`src/rtl/dcr_pkg.sv`:
```
package dcr_pkg;

    typedef enum logic [1:0] {
        OP_IDLE  = 2'd0,
        OP_FLUSH = 2'd1,
        OP_ABORT = 2'd2,
        OP_START = 2'd3
    } op_e;

    localparam logic [2:0] IX_CMD  = 3'd0;
    localparam logic [2:0] IX_SCNT = 3'd1;
    localparam logic [2:0] IX_SADR = 3'd2;
    localparam logic [2:0] IX_WCNT = 3'd3;
    localparam logic [2:0] IX_WADR = 3'd4;
    localparam logic [2:0] IX_STAT = 3'd5;
    localparam logic [2:0] IX_SDSC = 3'd6;
    localparam logic [2:0] IX_WDSC = 3'd7;

    localparam int CMD_DIR_BIT = 7;
    localparam int CTL_W1C_BIT = 24;
    localparam int STAT_W      = 6;

    // status layout, bit 5 down to bit 0
    typedef struct packed {
        logic blk;
        logic core;
        logic done;
        logic abrt;
        logic err;
        logic pwdn;
    } stat_t;

    localparam logic [STAT_W-1:0] STICKY_MASK = 6'b001110;

    typedef struct packed {
        logic start;
        logic idle;
        logic abort;
    } cmd_evt_t;

    function automatic cmd_evt_t decode_op(input logic [1:0] code);
        cmd_evt_t e;
        e = '0;
        case (op_e'(code))
            OP_START: e.start = 1'b1;
            OP_IDLE:  e.idle  = 1'b1;
            OP_ABORT: e.abort = 1'b1;
            default:  e       = '0;
        endcase
        return e;
    endfunction

endpackage

```
`src/rtl/dcr_cmd_dec.sv`:
```
module dcr_cmd_dec
    import dcr_pkg::*;
(
    input  logic       wr_en,
    input  logic [2:0] idx,
    input  logic [1:0] code,
    output logic       cmd_wr,
    output cmd_evt_t   evt
);
    always_comb begin
        cmd_wr = wr_en && (idx == IX_CMD);
        evt    = cmd_wr ? decode_op(code) : '0;
    end
endmodule

```
`src/rtl/dcr_xfer_acct.sv`:
```
module dcr_xfer_acct #(
    parameter int DW = 32,
    parameter int LW = 16
) (
    input  logic          valid,
    input  logic          dir,
    input  logic          cmd_dir,
    input  logic [LW-1:0] len,
    input  logic [DW-1:0] wcnt,
    input  logic [DW-1:0] wadr,
    output logic          hit,
    output logic [DW-1:0] take,
    output logic [DW-1:0] wcnt_nxt,
    output logic [DW-1:0] wadr_nxt,
    output logic          empty
);
    localparam int PAD = DW - LW;

    logic [DW-1:0] len_x;

    always_comb begin
        len_x    = {{PAD{1'b0}}, len};
        hit      = valid && (dir == cmd_dir);
        take     = hit ? ((len_x < wcnt) ? len_x : wcnt) : '0;
        wcnt_nxt = wcnt - take;
        wadr_nxt = wadr + take;
        empty    = (wcnt_nxt == '0);
    end
endmodule

```
`src/rtl/dcr_status.sv`:
```
module dcr_status
    import dcr_pkg::*;
(
    input  logic              clk,
    input  logic              rst,
    input  logic              start,
    input  logic              set_done,
    input  logic [STAT_W-1:0] clr_mask,
    output stat_t             stat
);
    stat_t nxt;

    always_comb begin
        nxt = stat_t'(stat & ~(clr_mask & STICKY_MASK));
        if (set_done) nxt.done = 1'b1;
        if (start)    nxt      = '0;
    end

    always_ff @(posedge clk) begin
        if (rst) stat <= '0;
        else     stat <= nxt;
    end
endmodule

```
`src/rtl/dma_chan_regs.sv`:
```
module dma_chan_regs
    import dcr_pkg::*;
#(
    parameter int DW = 32,
    parameter int LW = 16
) (
    input  logic          clk,
    input  logic          rst,
    input  logic          reg_wr_en,
    input  logic          reg_rd_en,
    input  logic [2:0]    reg_idx,
    input  logic [DW-1:0] reg_wdata,
    output logic [DW-1:0] reg_rdata,
    input  logic          ctl_wr_en,
    input  logic [DW-1:0] ctl_wdata,
    output logic [DW-1:0] ctl_rdata,
    input  logic          core_irq,
    input  logic          core_done,
    output logic          core_abort,
    output logic          xfer_enable,
    input  logic          xfer_valid,
    input  logic          xfer_dir,
    input  logic [LW-1:0] xfer_len,
    output logic [DW-1:0] xfer_take
);
    localparam logic [DW-1:0] WADR_RST = '1;
    localparam logic [DW-1:0] WDSC_RST = ~DW'(2);

    logic [DW-1:0] cmd_q, scnt_q, sadr_q, wcnt_q, wadr_q, sdsc_q, wdsc_q, ctl_q;
    logic          cmd_wr;
    cmd_evt_t      evt;
    logic          hit, empty;
    logic [DW-1:0] wcnt_nxt, wadr_nxt;
    logic          w1c_mode;
    logic [STAT_W-1:0] clr_mask;
    logic          set_done;
    stat_t         stat_q, stat_rd;

    dcr_cmd_dec u_dec (
        .wr_en  (reg_wr_en),
        .idx    (reg_idx),
        .code   (reg_wdata[1:0]),
        .cmd_wr (cmd_wr),
        .evt    (evt)
    );

    dcr_xfer_acct #(.DW(DW), .LW(LW)) u_acct (
        .valid    (xfer_valid),
        .dir      (xfer_dir),
        .cmd_dir  (cmd_q[CMD_DIR_BIT]),
        .len      (xfer_len),
        .wcnt     (wcnt_q),
        .wadr     (wadr_q),
        .hit      (hit),
        .take     (xfer_take),
        .wcnt_nxt (wcnt_nxt),
        .wadr_nxt (wadr_nxt),
        .empty    (empty)
    );

    always_comb begin
        w1c_mode = ctl_q[CTL_W1C_BIT];
        clr_mask = '0;
        if (w1c_mode && reg_wr_en && reg_idx == IX_STAT)
            clr_mask = reg_wdata[STAT_W-1:0];
        else if (!w1c_mode && reg_rd_en && reg_idx == IX_STAT)
            clr_mask = STICKY_MASK;
        set_done = core_done || (hit && empty);
    end

    dcr_status u_stat (
        .clk      (clk),
        .rst      (rst),
        .start    (evt.start),
        .set_done (set_done),
        .clr_mask (clr_mask),
        .stat     (stat_q)
    );

    // programmable registers
    always_ff @(posedge clk) begin
        if (rst) begin
            cmd_q  <= '0;
            scnt_q <= '0;
            sadr_q <= '0;
            sdsc_q <= '0;
            ctl_q  <= '0;
        end else begin
            if (cmd_wr) cmd_q <= reg_wdata;
            if (reg_wr_en && reg_idx == IX_SCNT) scnt_q <= reg_wdata;
            if (reg_wr_en && reg_idx == IX_SADR) sadr_q <= reg_wdata;
            if (reg_wr_en && reg_idx == IX_SDSC) sdsc_q <= reg_wdata;
            if (ctl_wr_en) ctl_q <= ctl_wdata;
        end
    end

    // working registers: start beats completion beats transfer
    always_ff @(posedge clk) begin
        if (rst) begin
            wcnt_q <= '0;
            wadr_q <= WADR_RST;
            wdsc_q <= WDSC_RST;
        end else if (evt.start) begin
            wcnt_q <= scnt_q;
            wadr_q <= sadr_q;
            wdsc_q <= sdsc_q;
        end else begin
            if (core_done)  wcnt_q <= '0;
            else if (hit)   wcnt_q <= wcnt_nxt;
            if (hit)        wadr_q <= wadr_nxt;
        end
    end

    always_ff @(posedge clk) begin
        if (rst) begin
            xfer_enable <= 1'b0;
            core_abort  <= 1'b0;
        end else begin
            core_abort <= evt.abort;
            if (evt.start)     xfer_enable <= 1'b1;
            else if (evt.idle) xfer_enable <= 1'b0;
        end
    end

    always_comb begin
        stat_rd      = stat_q;
        stat_rd.core = stat_q.core | core_irq;
        case (reg_idx)
            IX_CMD:  reg_rdata = cmd_q;
            IX_SCNT: reg_rdata = scnt_q;
            IX_SADR: reg_rdata = sadr_q;
            IX_WCNT: reg_rdata = wcnt_q;
            IX_WADR: reg_rdata = wadr_q;
            IX_STAT: reg_rdata = {{(DW-STAT_W){1'b0}}, stat_rd};
            IX_SDSC: reg_rdata = sdsc_q;
            default: reg_rdata = wdsc_q;
        endcase
        ctl_rdata = ctl_q;
    end

endmodule

```
`config.mk`:
```
export PLATFORM = sky130hd
export DESIGN_NAME = dma_chan_regs
export DESIGN_NICKNAME = d
export VERILOG_FILES = /design/src/rtl/dcr_pkg.sv /design/src/rtl/dcr_cmd_dec.sv /design/src/rtl/dcr_xfer_acct.sv /design/src/rtl/dcr_status.sv /design/src/rtl/dma_chan_regs.sv
export SDC_FILE = /design/constraint.sdc
export NUM_CORES = 1
export LEC_CHECK = 0
export ABC_AREA = 1
export ABC_CLOCK_PERIOD_IN_PS = 3900
export BUFFER_PORTS_ARGS = -buffer_cell sky130_fd_sc_hd__buf_2
export CAP_MARGIN = 40
export CELL_PAD_IN_SITES_DETAIL_PLACEMENT = 0
export CELL_PAD_IN_SITES_GLOBAL_PLACEMENT = 1
export CORE_MARGIN = 2
export CORE_UTILIZATION = 35
export CTS_CLUSTER_DIAMETER = 40
export DETAILED_ROUTE_END_ITERATION = 8
export HOLD_SLACK_MARGIN = 0.1
export PLACE_DENSITY_LB_ADDON = 0.1
export SLEW_MARGIN = 20
export SYNTH_ARGS = -nofsm -noshare
export SYNTH_HDL_FRONTEND = slang
export SYNTH_HIERARCHICAL = 1
export SYNTH_SLANG_ARGS = --single-unit
```
`constraint.sdc`:
```
create_clock -name clk -period 3.9 [get_ports clk]
set_clock_uncertainty 0.15 [all_clocks]
set_input_delay 0.78 -clock clk [delete_from_list [all_inputs] [get_ports clk]]
set_output_delay 0.78 -clock clk [all_outputs]
set_load 0.005 [all_outputs]
```
# Yosys cells after proc, flatten, opt, wreduce, memory -nomap -nowiden
# Index checks and enable logic that the tools add are counted.
totals:
  ff_bits: 264
  latchBits: 0
  ramBits: 0
  mem_bits_ro: 0
  inputBits: 92
  output_inout_bits: 98
  n_memories: 0
classes:
  n_addsub: 2
  multipliers: 0
  n_div: 0
  n_lt_le_gt_ge: 1
  eq_ne: 9
  n_shift: 0
  n_mux: 17
  bitwise: 4
  reduce_logical: 20
ops:
  columns: ["op", "n"]
  rows:
  - ["2-to-1 mux 32 bit", 7]
  - ["one-hot mux 32 bit (7 select lines)", 1]
  - ["adder 32 bit", 1]
  - ["zero test 32 bit", 1]
  - ["< comparator 16 x 32 -> 1 bit", 1]
  - ["subtractor 32 bit", 1]
  - ["logical AND 1 bit", 10]
  - ["equality test 3 bit (second input constant)", 3]
  - ["2-to-1 mux 4 bit", 2]
  - ["bitwise AND 6 bit", 1]
  - ["equality test 3 x 2 -> 1 bit (second input constant)", 2]
  - ["2-to-1 mux 1 bit", 6]
  - ["inverter 4 -> 6 bit", 1]
  - ["equality test 2 bit (second input constant)", 2]
  - ["nonzero test 2 bit", 2]
  - ["OR reduction 2 bit", 2]
  - ["equality test 3 x 1 -> 1 bit (second input constant)", 1]
  - ["zero test 3 bit", 1]
  - ["2-to-1 mux 3 bit", 1]
  - ["nonzero test 3 bit", 1]
  - ["zero test 2 bit", 1]
  - ["equality test 1 bit", 1]
  - ["zero test 1 bit", 1]
  - ["logical OR 1 bit", 1]
  - ["2 further kinds", 2]

# Logic depth before layout (Yosys ltp)
# Gate-level depths: netlist of the first run.
depth:
  word_depth: 8
  ltp_mapped: 34
  mapped_depth_nobuf: 33

# Hierarchy
# Netlist of the first run, hierarchy kept.
modules_own_cells:
  columns: ["mod", "n_inst", "cells_per_inst", "area_each_um2", "seq_area_each_um2"]
  rows:
  - ["dma_chan_regs", 1, 1691, 11521.0, 5165.0]
  - ["dcr_xfer_acct", 1, 875, 4749.6, 0.0]
  - ["dcr_status", 1, 18, 135.1, 60.1]
  - ["dcr_cmd_dec", 1, 12, 47.5, 0.0]

# Worst setup path after synthesis of the first run
# No wires, ideal clock.
synth_path:
  kind: "input port to flip-flop"
  start: "in xfer_len[9]"
  end: "reg u_stat/stat[3] (netlist name)"
  setup_ps: 66
  arrival_time_ps: 4088
  setup_slack_ps: -404
  cell_stages: 32
  path_buffers: 1
  path_cell_list: "ha_1 a21oi_1 nor2_1 a211oi_1 o21ai_0 nand3_1 o211ai_1 nand2_1 buf_2 nor2_1 nor2_1 ha_1 inv_1 fa_1 nand2_1 nand2_1 nand3_1 nand2_1 nand3_1 nand2_1 nand2_1 nand2_2 nand2_1 nand2_1 nand2_1 nand2_1 nor2_1 nand3_1 nor2_1 a21o_1 inv_1 a21oi_2"
synth_via:
  elab_chain_cells: 8
synth_rtl:
  columns: ["item", "line", "text"]
  rows:
  - ["start: declaration", "dma_chan_regs.sv:23", "input logic [LW-1:0] xfer_len,"]
  - ["< comparator 16 x 32 -> 1 bit", "dcr_xfer_acct.sv:24", "take = hit ? ((len_x < wcnt) ? len_x : wcnt) : '0;"]
  - ["2-to-1 mux 32 bit (2 in series)", "dcr_xfer_acct.sv:24", null]
  - ["net xfer_take[0]", "dma_chan_regs.sv:24", "output logic [DW-1:0] xfer_take"]
  - ["subtractor 32 bit", "dcr_xfer_acct.sv:25", "wcnt_nxt = wcnt - take;"]
  - ["net wcnt_nxt[30]", "dma_chan_regs.sv:33", "logic [DW-1:0] wcnt_nxt, wadr_nxt;"]
  - ["zero test 32 bit", "dcr_xfer_acct.sv:27", "empty = (wcnt_nxt == '0);"]
  - ["net empty", "dma_chan_regs.sv:32", "logic hit, empty;"]
  - ["logical AND 1 bit", "dma_chan_regs.sv:68", "set_done = core_done || (hit && empty);"]
  - ["logical OR 1 bit", "dma_chan_regs.sv:68", null]
  - ["net set_done", "dma_chan_regs.sv:36", "logic set_done;"]
  - ["2-to-1 mux 1 bit", "dcr_status.sv:15", "if (set_done) nxt.done = 1'b1;"]
  - ["end signal: assignment", "dcr_status.sv:21", "else stat <= nxt;"]
  - ["end: declaration", "dcr_status.sv:9", "output stat_t stat"]
# The timed path passes the listed nets, and every way through them passes these cells.
# A chain may end at the register's enable or synchronous reset.

# Final worst setup path of the first run
layout_path:
  start: "reg wcnt_q[11]"
  end: "reg u_stat/stat[3] (netlist name)"
layout_via:
  elab_chain_cells: 8
layout_rtl:
  columns: ["item", "line", "text"]
  rows:
  - ["start: declaration", "dma_chan_regs.sv:29", "logic [DW-1:0] cmd_q, scnt_q, sadr_q, wcnt_q, wadr_q, sdsc_q, wdsc_q, ctl_q;"]
  - ["start signal: assignment", "dma_chan_regs.sv:104", "wcnt_q <= scnt_q;"]
  - ["start signal: assignment", "dma_chan_regs.sv:109", "else if (hit) wcnt_q <= wcnt_nxt;"]
  - ["< comparator 16 x 32 -> 1 bit", "dcr_xfer_acct.sv:24", null]
  - ["2-to-1 mux 32 bit (2 in series)", "dcr_xfer_acct.sv:24", null]
  - ["subtractor 32 bit *", "dcr_xfer_acct.sv:25", null]
  - ["zero test 32 bit *", "dcr_xfer_acct.sv:27", null]
  - ["net empty", "dma_chan_regs.sv:32", null]
  - ["logical AND 1 bit *", "dma_chan_regs.sv:68", null]
  - ["logical OR 1 bit *", "dma_chan_regs.sv:68", null]
  - ["net set_done", "dma_chan_regs.sv:36", null]
  - ["2-to-1 mux 1 bit *", "dcr_status.sv:15", null]
# Mark *: on every way through the listed nets, which the timed path passes. The rest lies on a longest branch.

==> results of run 1 <==
[layer usage]
layer	share of wire [%]	global-route usage, %	routed length [um]
met5	0.019	0	13
met4	2.7	8.07	1850
met3	4.8	3.57	3340
met2	45	45.0	31100
met1	47	39.6	32800
[per-stage QoR]
stage | utilization, % | setup TNS, ns
2_1_floorplan | - | -0.754
3_3_place_gp | 42.3 | -35.44
3_5_place_dp | 42.4 | -34.76
4_1_cts | 49.5 | -3.72
5_1_grt | 51.4 | -15.26
6_report | 51.4 | -6.43
[timing repair]
item / 4_1_cts / 5_1_grt
pin swaps: 115 / 105
resized for setup: 237 / 216
endpoints found under the setup margin: 44 / 63
cloned: 3 / 0
setup buffers: 42 / 17
hold buffers: 0 / 0
[report_power, final]
part,switching [mW],internal [mW]
sequential,0.126,2.82
combinational,2.15,1.74
clock,1.54,3.40
[placed cells by master (no fill, tap or decap), drive strengths merged, types with 5 or more instances in the layout]
| master | count |
|---|---|
| nor3 | 48 |
| a31oi | 6 |
| clkbuf | 64 |
| bufinv | 12 |
| xnor2 | 14 |
| nand3 | 184 |
| a21o | 6 |
| ha | 77 |
| a21oi | 166 |
| nand3b | 6 |
| nor2 | 442 |
| conb | 49 |
| clkinv | 12 |
| o22ai | 32 |
| o21bai | 7 |
| inv | 260 |
| nand4 | 57 |
| dfxtp | 261 |
| a22oi | 32 |
| o211ai | 29 |
| xor2 | 27 |
| nor4 | 5 |
| nand2 | 593 |
| buf | 469 |
| o21ai | 163 |
[worst max-delay path by stage]
stage / start / endpoint / slack [ns] / cells after the start
final: wcnt_q[11] / u_stat/stat[3] / -0.37 / 32
after floorplan: xfer_len[9] / u_stat/stat[3] / -0.19 / 28
after CTS: wcnt_q[1] / u_stat/stat[3] / -0.29 / 33
after global routing: wcnt_q[11] / u_stat/stat[3] / -0.63 / 33
after detailed placement: xfer_len[9] / u_stat/stat[3] / -1.16 / 29
after global placement: xfer_len[9] / u_stat/stat[3] / -1.17 / 29
[worst max-delay path: cells and delay by family (launching register included)]
kind	cells	cell delay (ns)
adders and majority gates	2	0.69
xor gates and xnor gates	1	0.21
buffers and inverters	7	0.69
DFF	1	0.35
and+or+nand+nor	17	1.55
AOI/OAI and AO/OA	5	0.52
[flip-flops by register name, indices dropped and copies added, names as in the netlist]
| signal | count |
|---|---|
| cmd_q | 32 |
| core_abort | 1 |
| ctl_rdata | 32 |
| sadr_q | 32 |
| scnt_q | 32 |
| sdsc_q | 32 |
| u_stat/stat | 3 |
| wadr_q | 32 |
| wcnt_q | 32 |
| wdsc_q | 32 |
| xfer_enable | 1 |
[area by class of cell]
type | instances | area, sq um | share of cell area (%)
diodes | 1 | 2.50 | 0.0105
clock buffers | 64 | 1440 | 6.01
clock inverters | 28 | 499 | 2.09
inverters | 259 | 995 | 4.16
multi-input cells | 1962 | 11500 | 48.2
flip-flops and latches | 261 | 5240 | 22.0
well taps | 607 | 759 | 3.18
repair buffers | 469 | 3450 | 14.4
==> reports/metrics.yaml, run 1 <==
placed_design:
  gp_congestion: 0.984
  hpwlAfterDp_mm: 50.2
  port-buffer-count: 173
  place_ws_ns: -1.16
  placedInstanceArea_sq_um: 19700
  dp.cells: 3506
floorplan:
  pin_count: 190
  rows: 79
  core-area_sq_um: 46500
  dieArea_sq_um: 48700
  initial_core_util_pct: 35.4
  fp.dieH_um: 221
  die_w_um: 221
timing:
  setup_viol: 37
  hold_violations: 0
  min_period_ns: 4.27
  setup_ws_ns: -0.374
  hold_slack_ns: 0.279
  tightest_slew_ns: 0.612
  fmax_mhz: 234
  relSlewSlack_pct: 59.2
  maxSlewViolCount: 0
  rsz0062_at_grt: "true"
  fin_crit_sh_pct: 110
routing:
  drc_errors: 0
  drt_iter0_drc: 1246
  dr_total_vias: 18600
  viasPerCell: 5.09
  wirelength_mm: 69.2
  dr.pass1.iters: 5
  postRouteAntennaNets: 0
  wl_per_cell_um: 18.9
min_path:
  min_path_cells: 3
  holdPathEnd: "ctl_rdata[27]"
  min_from: "ctl_wdata[27]"
  hold_class: "in -> reg"
clock_tree:
  clkLatencyLatePin_ns: 0.58
  cts.htree.levels: 2
  clockRootBuffer: "clkbuf_16"
  path_clk_slew_ns: 0.05
  cts.sink_count: 261
  numCtsBuffers: 50
  cts_tree: "yes"
  clock_path_buffers: 3
grt:
  grt_max_degree: 101
  overflow: 0
  grt_antenna_before_repair: 3
  grt_pass1_wl_mm: 105
  grt_pass1_vias: 17700
  grt_use_total_pct: 28.1
critical_path:
  critical_path.max_fanout: 5
  crit_path_end_kind: "register"
  rrSetupSlack_ns: -0.37
  critPathKind: "reg -> reg"
  crit_slowest_cell: "fa_2"
  rr_endpoint: "u_stat/stat[3]"
  rr_worst_depth: 32
  r2r-start: "wcnt_q[11]"
  required_ns: 4.25
  start_kind: "register"
  arrival_ns: 4.63
  critPathMaxStageDelay_ns: 0.42
  path_common_cell: "nand2_2"
run_status:
  status: "complete, but fails checks"
  violations: "negative setup slack"
final_layout:
  stdcell_area_sq_um: 23900
  stdcell_count: 3651
  nNetsFinal: 3174
  fillers: 4840
  area_delta_synth_final_pct: 45.3
  drive_gt1_share_pct: 30.2
flow_run:
  maxCapViolations: 0
logic_synthesis:
  synth_area_sq_um: 16400
  yosysWarnings: 6
  synthCells: 2593
  avgSynthCellArea_sq_um: 6.34
power:
  powerDensity_nw_per_um2: 493
  p_leak_nw: 11.1
  finalPower_mw: 11.8
  ir_drop_mv: 0.348
Power figures use the tool's default switching activity.
==> run 2: changes to the inputs <==
--- a/config.mk
+++ b/config.mk
@@ -7,7 +7,6 @@
 export LEC_CHECK = 0
 export ABC_AREA = 1
 export ABC_CLOCK_PERIOD_IN_PS = 3900
-export BUFFER_PORTS_ARGS = -buffer_cell sky130_fd_sc_hd__buf_2
 export CAP_MARGIN = 40
 export CELL_PAD_IN_SITES_DETAIL_PLACEMENT = 0
 export CELL_PAD_IN_SITES_GLOBAL_PLACEMENT = 1
@@ -15,6 +14,7 @@
 export CORE_UTILIZATION = 35
 export CTS_CLUSTER_DIAMETER = 40
 export DETAILED_ROUTE_END_ITERATION = 8
+export DONT_BUFFER_PORTS = 1
 export HOLD_SLACK_MARGIN = 0.1
 export PLACE_DENSITY_LB_ADDON = 0.1
 export SLEW_MARGIN = 20
==> reports/metrics.yaml, run 2 (same netlist as run 1, synthesis figures left out) <==
placed_design:
  gp_congestion: 0.925
  dp.cells: 3305
  place_ws_ns: -1.06
  port-buffer-count: 0
  hpwlAfterDp_mm: 49.1
critical_path:
  arrival_ns: 4.57
  crit_slowest_cell: "fa_2"
  critPathMaxStageDelay_ns: 0.38
  crit_start: "wcnt_q[11]"
  start_kind: "register"
  critical_path.max_fanout: 7
  path_common_cell: "nand2_4"
  required_ns: 4.25
  crit_path_end_kind: "register"
  critPathKind: "reg -> reg"
  r2r-start: "wcnt_q[11]"
min_path:
  hold_class: "in -> reg"
  min_from: "rst"
timing:
  relSlewSlack_pct: 47.2
  min_period_ns: 4.23
  fin_crit_sh_pct: 108
  hold_violations: 0
  setup_tns_ns: -4.39
  tightest_slew_ns: 0.792
  hold_slack_ns: 0.130
  rsz0062_at_grt: "true"
  fmax_mhz: 237
  setup_ws_ns: -0.325
  maxSlewViolCount: 0
  setup_viol: 26
final_layout:
  fillers: 4890
  layout_commonest_cell: "nand2_1"
  area_delta_synth_final_pct: 34.9
  stdcell_count: 3457
  antennaDiodeCount: 0
  nNetsFinal: 2982
  drive_gt1_share_pct: 23.4
  layout_common_cells: "nand2_1, nor2_1, dfxtp_1, buf_4, inv_1"
clock_tree:
  cts.sink_count: 261
  clock_path_buffers: 3
  clkLatencyLatePin_ns: 0.58
  clockRootBuffer: "clkbuf_16"
  cts.htree.levels: 2
  path_clk_slew_ns: 0.05
  cts_tree: "yes"
  numCtsBuffers: 50
grt:
  grt_pass1_vias: 16900
  grt_max_degree: 111
  overflow: 0
  grt_pass1_wl_mm: 102
  grt_use_total_pct: 27.4
  grt_antenna_before_repair: 0
routing:
  postRouteAntennaNets: 0
  wirelength_mm: 67.9
  viasPerCell: 5.21
  dr.pass1.iters: 5
  dr_total_vias: 18000
  wl_per_cell_um: 19.6
  drc_errors: 0
  drt_iter0_drc: 1236
run_status:
  status: "complete, but fails checks"
  violations: "negative setup slack"
floorplan:
  core-area_sq_um: 46500
  dieArea_sq_um: 48700
  initial_core_util_pct: 35.4
  rows: 79
  fp.dieH_um: 221
  die_w_um: 221
  pin_count: 190
flow_run:
  maxCapViolations: 0
power:
  p_leak_nw: 10.0
  finalPower_mw: 11.0
  powerDensity_nw_per_um2: 497
  ir_drop_mv: 0.379
run 2: cell types whose count changed in the layout (fill, tap and decap cells not counted), moves of 8 or more:
cell / previous run / this run
nand2_1: 491 / 499
buf_6: 39 / 16
a22oi_1: 18 / 29
o21ai_1: 29 / 19
buf_2: 168 / 0
o21ai_0: 124 / 138
a22oi_2: 14 / 3
run 2: worst max-delay path, delay by kind of cell (launching register included):
family                   cells  cell delay [ns]
XOR/XNOR                     1             0.18
adder cells (fa/ha/maj)      3             0.77
flip-flops                   1             0.36
AND/OR/NAND/NOR             14             1.24
AO/OA/AOI/OAI                7             0.88
buffers and inverters        6             0.54
run 2: routing by layer:
layer | GRT usage [%] | wire, um | vias to the layer above
met5 | 0 | 0 | -
met4 | 7.31 | 1760 | 0
met3 | 5.10 | 4080 | 102
met2 | 43.7 | 30300 | 526
met1 | 38.0 | 31800 | 8505
li1 | - | - | 8875
run 2: timing repair:
item | CTS | global route
hold buffers | 2 | 1
pin swaps | 85 | 116
buffers inserted | 29 | 35
setup endpoints to repair | 47 | 52
gates cloned | 2 | 0
endpoints found under the hold margin | 6 | 1
gates resized for setup | 195 | 155
run 2: power by group:
group,internal [mW],switching [mW]
Sequential,2.82,0.138
Clock,2.95,1.58
Combinational,1.56,1.97
Total,7.34,3.69
run 2: worst paths after layout:
check | to | slack, ns | cells after the start
worst min-delay path | sdsc_q[5] | 0.13 | 1
worst max register to register | wadr_q[26] | -0.33 | 31
worst min register to register | sdsc_q[21] | 0.31 | 2
worst max-delay path | wadr_q[26] | -0.33 | 31
run 2: per-stage QoR:
stage               instance area (sq um)  utilization, %
detailed placement                  18600            40.0
global route                        22200            47.8
CTS                                 21400            46.1
finish                              22200            47.8
global placement                    18500            39.9
floorplan                           16800               -
run 2: layout make-up:
type                            instances  area, sq um  area share (%)
Multi-Input combinational cell       1962        11200            50.4
Inverter                              259          990            4.46
Timing Repair Buffer                  277         2250            10.2
Sequential cell                       261         5250            23.7
Clock buffer                           65         1370            6.16
Clock inverter                         26          377            1.70
Tap cell                              607          759            3.42
==> run 3: changes to the inputs <==
--- a/config.mk
+++ b/config.mk
@@ -15,7 +15,9 @@
 export CTS_CLUSTER_DIAMETER = 40
 export DETAILED_ROUTE_END_ITERATION = 8
 export DONT_BUFFER_PORTS = 1
+export GPL_TIMING_DRIVEN = 0
 export HOLD_SLACK_MARGIN = 0.1
+export MAX_ROUTING_LAYER = met4
 export PLACE_DENSITY_LB_ADDON = 0.1
 export SLEW_MARGIN = 20
 export SYNTH_ARGS = -nofsm -noshare
==> reports/metrics.yaml, run 3 (same netlist as run 1, synthesis figures left out) <==
run_status:
  status: "complete, but fails checks"
  violations: "negative setup slack"
clock_tree:
  cts.sink_count: 261
  numCtsBuffers: 45
  clockRootBuffer: "clkbuf_16"
  clock_path_buffers: 3
  clkLatencyLatePin_ns: 0.56
  cts.htree.levels: 2
  cts_tree: "yes"
  cts_hold_buffers: 0
  path_clk_slew_ns: 0.05
timing:
  maxSlewViolCount: 0
  min_period_ns: 4.36
  rsz0062_at_grt: "true"
  fin_crit_sh_pct: 112
  tightest_slew_ns: 0.911
  hold_violations: 0
  setup_viol: 24
  fmax_mhz: 230
  setup_ws_ns: -0.456
  relSlewSlack_pct: 39.3
routing:
  dr_total_vias: 17700
  drc_errors: 0
  postRouteAntennaNets: 0
  wl_per_cell_um: 21.7
  viasPerCell: 5.24
  dr.pass1.iters: 5
  wirelength_mm: 73.4
  drt_iter0_drc: 1606
critical_path:
  critical_path.max_fanout: 10
  critPathKind: "reg -> reg"
  critPathMaxStageDelay_ns: 0.38
  arrival_ns: 4.69
  r2r-start: "wcnt_q[9]"
  crit_slowest_cell: "dfxtp_4"
  start_kind: "register"
  required_ns: 4.24
  crit_path_end_kind: "register"
  crit_start: "wcnt_q[9]"
min_path:
  hold_class: "in -> reg"
  min_from: "ctl_wdata[6]"
final_layout:
  nNetsFinal: 2905
  fillers: 5016
  area_delta_synth_final_pct: 25.0
  utilization_pct: 44.2
  drive_gt1_share_pct: 15.2
  layout_commonest_cell: "nand2_1"
  layout_common_cells: "nand2_1, nor2_1, dfxtp_1, inv_1, nand3_1"
placed_design:
  port-buffer-count: 0
  place_ws_ns: -1.56
  hpwlAfterDp_mm: 57.5
  gp_congestion: 0.926
floorplan:
  fp.dieH_um: 221
  initial_core_util_pct: 35.4
  die_w_um: 221
  rows: 79
  pin_count: 190
  dieArea_sq_um: 48700
  core-area_sq_um: 46500
flow_run:
  maxCapViolations: 0
grt:
  grt_antenna_before_repair: 1
  grt_max_degree: 13
  grt_use_total_pct: 30.4
  met1_usage_pct: 39.3
  overflow: 0
  grt_util_met3_pct: 5.32
  busiest_layer: "met2"
  met2_usage_pct: 47.7
  grt_pass1_wl_mm: 106
  grt_pass1_vias: 16600
power:
  p_leak_nw: 9.08
  powerDensity_nw_per_um2: 471
  ir_drop_mv: 0.301
  finalPower_mw: 9.68
[run 3: metrics by stage]
stage,TNS (ns),area [sq um],hold slack [ns],std cells
floorplan,-0.754,16800,0.279,2639
global placement,-45.18,17500,0.290,3246
detailed placement,-45.25,17600,0.293,3249
CTS,-3.25,20000,0.195,3363
global route,-10.34,20500,0.202,3376
finish,-2.82,20500,0.211,3376
[run 3: what timing repair did]
item | 4_1_cts | 5_1_grt
gates cloned | 1 | 1
pin swaps | 56 | 46
endpoints found under the setup margin | 62 | 45
setup buffers | 32 | 10
gates resized for setup | 170 | 104
[run 3: power by group]
part / leakage (nW) / switching, mW / total [mW] / internal [mW]
logic: 6.22 / 1.75 / 2.80 / 1.04
clock network: 0.722 / 1.48 / 3.87 / 2.39
registers: 2.14 / 0.193 / 3.01 / 2.82
total: 9.08 / 3.42 / 9.68 / 6.26
[run 3: worst paths after layout]
path                         end  slack (ns)  cells after the start
hold / removal      ctl_rdata[6]        0.21                      2
hold reg to reg        wdsc_q[5]        0.31                      2
setup / recovery  u_stat/stat[3]       -0.46                     30
setup reg to reg  u_stat/stat[3]       -0.46                     30
[run 3: cell type report]
type	instances	area (sq um)	area share [%]
clock buffer	56	1270	6.18
multi-input combinational	1962	10900	53.3
timing repair buffer	48	387	1.88
sequential	261	5280	25.7
inverter	259	977	4.76
antenna	1	2.50	0.0122
tap	607	759	3.70
buffer	157	719	3.50
clock inverter	25	209	1.02
[run 3: worst max-delay path, delay by kind of cell, from the launching register on]
family	cells	cell delay [ns]
buffers and inverters	5	0.48
adders and majority gates	2	0.56
DFF	1	0.38
xor gates and xnor gates	1	0.17
and+or+nand+nor	16	1.73
AOI/OAI and AO/OA	6	0.78
[run 3: metal layers]
layer	vias up	part of all wire (%)
met4	0	3.8
met2	587	45
met3	122	6.7
met5	-	0
li1	8736	-
met1	8252	45
